===== config.mk =====
export PLATFORM = sky130hd
export DESIGN_NAME = iso_bufswap_ctrl
export DESIGN_NICKNAME = d
export VERILOG_FILES = /design/src/rtl/iso_ep_pkg.sv /design/src/rtl/iso_ep_cfg.sv /design/src/rtl/iso_ep_toggle.sv /design/src/rtl/iso_ep_flags.sv /design/src/rtl/iso_bufswap_ctrl.sv
export SDC_FILE = /design/constraint.sdc
export NUM_CORES = 1
export LEC_CHECK = 0
export BUFFER_PORTS_ARGS = -buffer_cell sky130_fd_sc_hd__buf_2
export CORE_AREA = 2 2 39 41
export CTS_CLUSTER_DIAMETER = 80
export DETAILED_ROUTE_END_ITERATION = 7
export DIE_AREA = 0 0 41 43
export GPL_TIMING_DRIVEN = 0
export PLACE_DENSITY = 0.84
export SLEW_MARGIN = 10
export SYNTH_ARGS = -nofsm -noshare
export SYNTH_HDL_FRONTEND = slang
export SYNTH_SLANG_ARGS = --single-unit

===== constraint.sdc =====
create_clock -name clk -period 2.32 [get_ports clk]
set_input_delay 0.58 -clock clk [delete_from_list [all_inputs] [get_ports clk]]
set_output_delay 0.58 -clock clk [all_outputs]
set_load 0.005 [all_outputs]

===== src/rtl/iso_ep_pkg.sv =====
package iso_ep_pkg;
  localparam int CFG_W   = 10;
  localparam int TYPE_W  = 2;
  localparam int STAT_W  = 2;
  localparam int B_TYPE  = 0;
  localparam int B_STAT  = B_TYPE + TYPE_W;
  localparam int B_DIR   = B_STAT + STAT_W;
  localparam int B_TRX   = B_DIR + 1;
  localparam int B_TTX   = B_TRX + 1;
  localparam int B_FRX   = B_TTX + 1;
  localparam int B_FTX   = B_FRX + 1;
  localparam int B_ERR   = B_FTX + 1;
  localparam logic [TYPE_W-1:0] TYPE_ISO   = 2'b10;
  localparam logic [STAT_W-1:0] STAT_VALID = 2'b11;
endpackage


===== src/rtl/iso_ep_cfg.sv =====
module iso_ep_cfg
  import iso_ep_pkg::*;
(
  input  logic              clk,
  input  logic              rst,
  input  logic              wr,
  input  logic [CFG_W-1:0]  wdata,
  output logic [TYPE_W-1:0] ep_type,
  output logic [STAT_W-1:0] ep_stat,
  output logic              ep_dir,
  output logic              active
);
  always_ff @(posedge clk) begin
    if (rst) begin
      ep_type <= '0;
      ep_stat <= '0;
      ep_dir  <= 1'b0;
    end else if (wr) begin
      ep_type <= wdata[B_TYPE +: TYPE_W];
      ep_stat <= wdata[B_STAT +: STAT_W];
      ep_dir  <= wdata[B_DIR];
    end
  end

  assign active = (ep_type == TYPE_ISO) && (ep_stat == STAT_VALID);

  p_cfg_hold_r5: assert property (@(posedge clk) disable iff (rst)
    !wr |=> $stable({ep_type, ep_stat, ep_dir}));
endmodule


===== src/rtl/iso_ep_toggle.sv =====
module iso_ep_toggle (
  input  logic clk,
  input  logic rst,
  input  logic hw_rx,
  input  logic hw_tx,
  input  logic sw_rx,
  input  logic sw_tx,
  input  logic dir_nxt,
  output logic tog_rx,
  output logic tog_tx,
  output logic buf_sel
);
  logic nxt_rx, nxt_tx;

  always_comb begin
    nxt_rx = tog_rx ^ hw_rx ^ sw_rx;
    nxt_tx = tog_tx ^ hw_tx ^ sw_tx;
  end

  always_ff @(posedge clk) begin
    if (rst) begin
      tog_rx  <= 1'b0;
      tog_tx  <= 1'b0;
      buf_sel <= 1'b0;
    end else begin
      tog_rx  <= nxt_rx;
      tog_tx  <= nxt_tx;
      buf_sel <= dir_nxt ? nxt_tx : nxt_rx;
    end
  end

  p_hw_flip_r3: assert property (@(posedge clk) disable iff (rst)
    (hw_rx && !sw_rx) |=> (tog_rx != $past(tog_rx)));
  p_hw_flip_r4: assert property (@(posedge clk) disable iff (rst)
    (hw_tx && !sw_tx) |=> (tog_tx != $past(tog_tx)));
  p_cancel_r7: assert property (@(posedge clk) disable iff (rst)
    (hw_rx && sw_rx) |=> $stable(tog_rx));
endmodule


===== src/rtl/iso_ep_flags.sv =====
module iso_ep_flags (
  input  logic clk,
  input  logic rst,
  input  logic wr,
  input  logic set_rx,
  input  logic set_tx,
  input  logic set_err,
  input  logic keep_rx,
  input  logic keep_tx,
  input  logic keep_err,
  output logic flag_rx,
  output logic flag_tx,
  output logic flag_err
);
  logic clr_rx, clr_tx, clr_err;

  always_comb begin
    clr_rx  = wr && !keep_rx;
    clr_tx  = wr && !keep_tx;
    clr_err = wr && !keep_err;
  end

  always_ff @(posedge clk) begin
    if (rst) begin
      flag_rx  <= 1'b0;
      flag_tx  <= 1'b0;
      flag_err <= 1'b0;
    end else begin
      flag_rx  <= set_rx  || (flag_rx  && !clr_rx);
      flag_tx  <= set_tx  || (flag_tx  && !clr_tx);
      flag_err <= set_err || (flag_err && !clr_err);
    end
  end

  p_set_wins_r8: assert property (@(posedge clk) disable iff (rst)
    set_rx |=> flag_rx);
  p_clear_r8: assert property (@(posedge clk) disable iff (rst)
    (wr && !keep_tx && !set_tx) |=> !flag_tx);
endmodule


===== src/rtl/iso_bufswap_ctrl.sv =====
module iso_bufswap_ctrl
  import iso_ep_pkg::*;
(
  input  logic             clk,
  input  logic             rst,
  input  logic             sw_wr,
  input  logic [CFG_W-1:0] sw_wdata,
  input  logic             xfer_done,
  input  logic             crc_err,
  input  logic             ovr_err,
  output logic             buf_sel,
  output logic             done_rx,
  output logic             done_tx,
  output logic             err_flag,
  output logic [CFG_W-1:0] cfg_rd
);
  logic [TYPE_W-1:0] ep_type;
  logic [STAT_W-1:0] ep_stat;
  logic ep_dir, active, accept, hw_rx, hw_tx, tog_rx, tog_tx, dir_nxt;

  iso_ep_cfg u_cfg (
    .clk(clk), .rst(rst), .wr(sw_wr), .wdata(sw_wdata),
    .ep_type(ep_type), .ep_stat(ep_stat), .ep_dir(ep_dir), .active(active)
  );

  always_comb begin
    accept  = xfer_done && active;
    hw_rx   = accept && !ep_dir;
    hw_tx   = accept && ep_dir;
    dir_nxt = sw_wr ? sw_wdata[B_DIR] : ep_dir;
  end

  iso_ep_toggle u_tog (
    .clk(clk), .rst(rst), .hw_rx(hw_rx), .hw_tx(hw_tx),
    .sw_rx(sw_wr && sw_wdata[B_TRX]), .sw_tx(sw_wr && sw_wdata[B_TTX]),
    .dir_nxt(dir_nxt), .tog_rx(tog_rx), .tog_tx(tog_tx), .buf_sel(buf_sel)
  );

  iso_ep_flags u_flg (
    .clk(clk), .rst(rst), .wr(sw_wr),
    .set_rx(hw_rx), .set_tx(hw_tx), .set_err(hw_rx && crc_err),
    .keep_rx(sw_wdata[B_FRX]), .keep_tx(sw_wdata[B_FTX]), .keep_err(sw_wdata[B_ERR]),
    .flag_rx(done_rx), .flag_tx(done_tx), .flag_err(err_flag)
  );

  always_comb begin
    cfg_rd                    = '0;
    cfg_rd[B_TYPE +: TYPE_W]  = ep_type;
    cfg_rd[B_STAT +: STAT_W]  = ep_stat;
    cfg_rd[B_DIR]             = ep_dir;
    cfg_rd[B_TRX]             = tog_rx;
    cfg_rd[B_TTX]             = tog_tx;
    cfg_rd[B_FRX]             = done_rx;
    cfg_rd[B_FTX]             = done_tx;
    cfg_rd[B_ERR]             = err_flag;
  end

  p_ignore_r2: assert property (@(posedge clk) disable iff (rst)
    (xfer_done && !active && !sw_wr) |=> $stable(cfg_rd));
  p_crc_err_r6: assert property (@(posedge clk) disable iff (rst)
    (xfer_done && active && !ep_dir && crc_err) |=> err_flag);
  p_ovr_quiet_r6: assert property (@(posedge clk) disable iff (rst)
    (xfer_done && ovr_err && !crc_err && !err_flag) |=> !err_flag);
  p_in_crc_r10: assert property (@(posedge clk) disable iff (rst)
    (xfer_done && ep_dir && crc_err && !err_flag) |=> !err_flag);
endmodule


# Word-level counts from Yosys, hierarchy flattened
# Index checks and enable logic that the tools add are counted.
dict set report totals {
  output_inout_bits 14
  reg_bits 11
}
dict set report op_classes {
  reduce_logical 23
  n_eq_ne 2
  muxes 2
  n_bitwise 4
}
# operator n
set op_table {}
lappend op_table {{$logic_and 1x1->1} 13}
lappend op_table {{$logic_not 1->1} 7}
lappend op_table {{$eq 2x2->1 const B} 2}
lappend op_table {{$xor 1x1->1} 4}
lappend op_table {{$logic_or 1x1->1} 3}
lappend op_table {{$mux 1} 2}

# Longest topological paths before layout
dict set report logic_depth {
  ltp_word 7
  depth_mapped 5
}

# Cells and area by module
# Synthesis repeated with hierarchy kept, for this count alone.
dict set report unflattened {
  cells_unflattened 51
  area_unflattened_um2 560.5
}
# mod area_each_um2 n_inst cells_per_inst seq_area_each_um2
set modules_own_cells {}
lappend modules_own_cells {iso_ep_cfg 190.2 1 17 100.1}
lappend modules_own_cells {iso_ep_flags 138.9 1 12 60.1}
lappend modules_own_cells {iso_ep_toggle 131.4 1 10 60.1}
lappend modules_own_cells {iso_bufswap_ctrl 100.1 1 12 0.0}

# Least setup slack after synthesis
# Ideal clock, no wire load.
dict set report synth_timing {
  path_type {input -> register}
  start {in xfer_done}
  end {reg u_tog.buf_sel}
  path_stages 4
  required_time_ns 2.193
  arrival_ns 1.218
  setup_ns 0.127
  n_path_buf 0
  slack_ns 0.975
  cell_sequence {nand2_1 -> or3_4 -> xnor2_1 -> o22ai_1}
}
dict set report synth_via {
  elab_chain_cells 5
  word_cells_on_any_way 8
  classes_between {1 x mux; 4 x bitwise; 3 x reduce/logical}
}
# item line_no
set synth_rtl {}
lappend synth_rtl {{start: declaration} iso_bufswap_ctrl.sv:8} ;# input logic xfer_done,
lappend synth_rtl {{$logic_and 1x1->1 (*)} iso_bufswap_ctrl.sv:27} ;# accept = xfer_done && active;
lappend synth_rtl {{$logic_and 1x1->1, on equally long branches} {iso_bufswap_ctrl.sv:28, iso_bufswap_ctrl.sv:29}}
lappend synth_rtl {{$xor 1x1->1, on equally long branches (2 in series)} {iso_ep_toggle.sv:16, iso_ep_toggle.sv:17}}
lappend synth_rtl {{$mux 1 (*)} iso_ep_toggle.sv:28} ;# buf_sel <= dir_nxt ? nxt_tx : nxt_rx;
lappend synth_rtl {{end signal: assignment} iso_ep_toggle.sv:28}
lappend synth_rtl {{end: declaration} iso_ep_toggle.sv:11} ;# output logic buf_sel
# Mark *: on every way between the ends. The rest lies on a longest branch, timed or not.
# A chain may end at the register's enable or synchronous reset.

# Worst setup path in the final report
dict set report layout_timing {
  start {reg u_cfg.ep_dir}
  end {out cfg_rd[4]}
}
# item line_no
set layout_lines {}
lappend layout_lines {{start: declaration} iso_ep_cfg.sv:10} ;# output logic ep_dir,
lappend layout_lines {{start signal: assignment} iso_ep_cfg.sv:21} ;# ep_dir <= wdata[B_DIR];
lappend layout_lines {{end: declaration} iso_bufswap_ctrl.sv:15} ;# output logic [CFG_W-1:0] cfg_rd
# No word-level cell between the ends.

==> results.txt <==
- Headroom to the max-slew limit came out at 0.739.
- Once the clock tree was built, the resizer swapped 0 gates to a different size.
* Total I/O pin count: 30
* Maximum operating frequency: 663 MHz
* Wirelength per Cell: approximately 10 um
- Die Footprint: ~0.0018 mm^2
- In the global route stage, met1 resource usage came out at 0.128.
* Antenna fix cells: 0
- After the first detailed-routing iteration, the DRC count stood at 3.
- Dividing total power by cell area gives a power density of roughly 560 mW/mm^2.
- Across every metal layer, demand over resource in global routing totals 0.127.
- Buffers placed on the I/O ports in this run total 27.
- Sequential element share of the synthesized area: 0.427
- R2r worst-path depth: 4
- Setup violations remaining at the end of the flow were counted as 0.
* Maximum vdd ir drop: between 0.2 and 0.3 mV
* Total of fill cells in the finished design: between 100 and 150
- The initial utilization of the core area, before any placement, comes to 0.373.
- Detailed placement ended at an HPWL of 830 um.
- Largest buffer count on any clock path: 2
* Total of max-cap violations: 0
- Summed over all cells, the static leakage comes to between 0.3 and 0.4 nW.
* Clock-pin slew on the worst setup and hold paths: 0.07 ns
- In this run the number of H-tree levels came out at 1.
- The final number of max-transition violations is 0.
- Number of vias per cell after detailed routing: ~4.4
* RD Place Congestion: roughly 0.67
- The setup path with the least slack is of type reg2out.
- The number of hold buffers added after CTS was 0.
* Remaining number of nets flagged by the antenna check after routing: 0
- On the final layout, the worst clock skew is between 0.002 and 0.003 ns.
- Synthesis handed over a netlist of 54 instances.
- Number of sinks handled by clock tree synthesis: 11
* Met3 capacity usage during global routing: 0.0471
- Endpoint of the worst-slack reg-to-reg timing path: u_tog.buf_sel
- Of all flip-flops after synthesis, the portion carrying an async set or reset was 0.
- DIE WIDTH: 41 um
- Cell area after synthesis: around 520 um^2
- Depth of the worst hold-timing path: 2
- Synthesized netlist net count: 70
* Met2 capacity usage during global routing: 0.225
- Of the post-synthesis cell area, the dominant cell type holds 0.427.
- The finished layout holds between 100 and 150 standard cells, fillers aside.
* Commonest cells in the synthesized netlist: 11 x dfxtp_1, 7 x buf_4, 7 x nor2_1
- Min Tclk post-route: around 1.5 ns
* Total via count in the routed design: 441
- Status: complete, no violations
* Total overflow reported by the global router: 0
- At the end of the flow, the number of nets in the layout was about 100.
* Detailed-router iteration count before antenna repair: 3
- Vertical die dimension: 43 um
* R2R setup slack: 1.00 ns
- Compared with the post-synthesis result, the final layout area differs by 35.2%.
- In this run the most critical hold path is launched from u_flg.flag_err.
- The biggest area contributor in the post-synthesis netlist is dfxtp_1.
- Main area contributors after synthesis: dfxtp_1 43%, buf_4 10%, mux2i_1 9.7%
- Measured on the finished design, the core utilization comes to 0.504.
* Multi-input gate area: about 230 um^2
* Number of standard-cell rows in the floorplan: 14
* Number of distinct library cells after synthesis: 18
* Via count of the first global-routing pass: between 400 and 500
- Worst min-delay path category: reg2reg
* Wire length after detailed routing: a little over 1000 um
* Type of destination of the critical path: output pin
* Flip-flop and latch area: roughly 220 um^2
* Cells after DPL: 97
- The worst setup path is launched from a register.
* Worst slew pin tran: between 0.3 and 0.4 ns
- YS warnings: 0
- Number of post-CTS setup repair buffers: 0
- For this run, design rule violations remaining after detail routing come to 0.
- The layer flagged by global routing as most heavily used is met2.
- TritonCTS built the clock tree.
- The worst register-to-register path begins at u_cfg.ep_type[0].
- Area of the core: 0.00138 mm^2
- Dividing the final minimum period by the clock period gives 0.650.
* Data required time of the worst path: roughly 1.7 ns
- Number of buffers inserted during clock tree synthesis: 3
- Worst Hold Path EP: u_flg.flag_err
- The clock reaches the later pin of the worst-skew pair after about 0.25 ns.
- RSZ-0062 raised after global routing: false
* Final hold violation count: 0
* Maximum fanout along the worst path: 4
- In this run, synthesis produced a sequential element count of 11.
* Top-count cell post-synth: dfxtp_1
- The first global-routing pass estimated ~1600 um of wire.
- Yosys mapped a number of flops with a built-in enable equal to 0.
* Fraction of final layout cells sized beyond drive strength 1: 0.494
* Maximum number of pins on one net before global-route repair: 11
- Dominant synthesized flop cell: dfxtp_1
* Root Driver: clkbuf_4
- Final setup TNS: 0 ns
* Overall power of the completed layout: a little under 0.4 mW
* Initial antenna violation count: 0
- WP data arrival: just over 0.9 ns
* Synthesized area per cell: around 9.5 um^2
## sequential cells by signal, indices dropped and copies added (netlist names)
name            cells
u_tog.buf_sel       1
u_flg.flag_tx       1
u_cfg.ep_type       2
u_cfg.ep_dir        1
u_cfg.ep_stat       2
u_tog.tog_rx        1
u_tog.tog_tx        1
u_flg.flag_rx       1
u_flg.flag_err      1
## kinds of logic (layout without fill, tap and decap cells)
logic type	count (synthesis)	after routing	share of synthesized area
xor gates and xnor gates	4	4	0.0680
and+or+nand+nor	18	18	0.223
buffers and inverters	10	41	0.124
AOI/OAI and AO/OA	6	6	0.0607
DFF	11	11	0.427
muxes	5	5	0.0971
## worst max-delay path: stages, from the launching register on
cell     delay [ns]
dfxtp_1        0.43
buf_4          0.14
buf_2          0.10
## power breakdown
part	leakage (nW)	internal (mW)	total, mW	switching [mW]
clock	0.0150	0.0662	0.125	0.0586
combinational	0.260	0.0362	0.0623	0.0261
sequential	0.0902	0.199	0.206	0.00727
## area by class of cell
type                       instances  share of cell area
sequential                        11               0.316
buffer                             8              0.0808
inverter                           2              0.0108
tap                               16              0.0287
clock buffer                       4              0.0377
timing repair buffer              27               0.194
multi-input combinational         33               0.332
## per-stage QoR
stage | worst slack [ns] | hold slack, ns | instance area [um^2]
finish | 0.813 | 0.500 | 697
CTS | 0.802 | 0.507 | 697
detailed placement | 0.805 | 0.497 | 671
global placement | 0.842 | 0.478 | 671
floorplan | 0.975 | 0.483 | 515
global route | 0.772 | 0.550 | 697
## placed cells by master (no fill, tap or decap)
cell type	n
buf_2	27
dfxtp_1	11
buf_4	7
nor2_1	7
mux2i_1	5
nand2_1	5
xnor2_1	3
o21ai_0	3
clkbuf_4	3
clkbuf_1	2
inv_1	2
a21oi_1	2
or2_2	1
nand2b_4	1
nor4b_4	1
nand2b_1	1
or3_4	1
xor2_1	1
o22ai_1	1
and2b_2	1
## worst max path at each step
stage,from,endpoint,slack (ns)
after floorplan,xfer_done,u_tog.buf_sel,0.97
after global placement,xfer_done,u_tog.buf_sel,0.84
after detailed placement,xfer_done,u_tog.buf_sel,0.80
after CTS,u_cfg.ep_dir,cfg_rd[4],0.80
after global routing,u_cfg.ep_dir,cfg_rd[4],0.77
final,u_cfg.ep_dir,cfg_rd[4],0.81
## layer usage
layer / vias to the layer above / wire, um
li1: 229 / -
met1: 191 / 418
met2: 21 / 483
met3: 0 / 106
met4: 0 / 0
met5: - / 0
No activity file was read; power rests on OpenSTA's default activity.
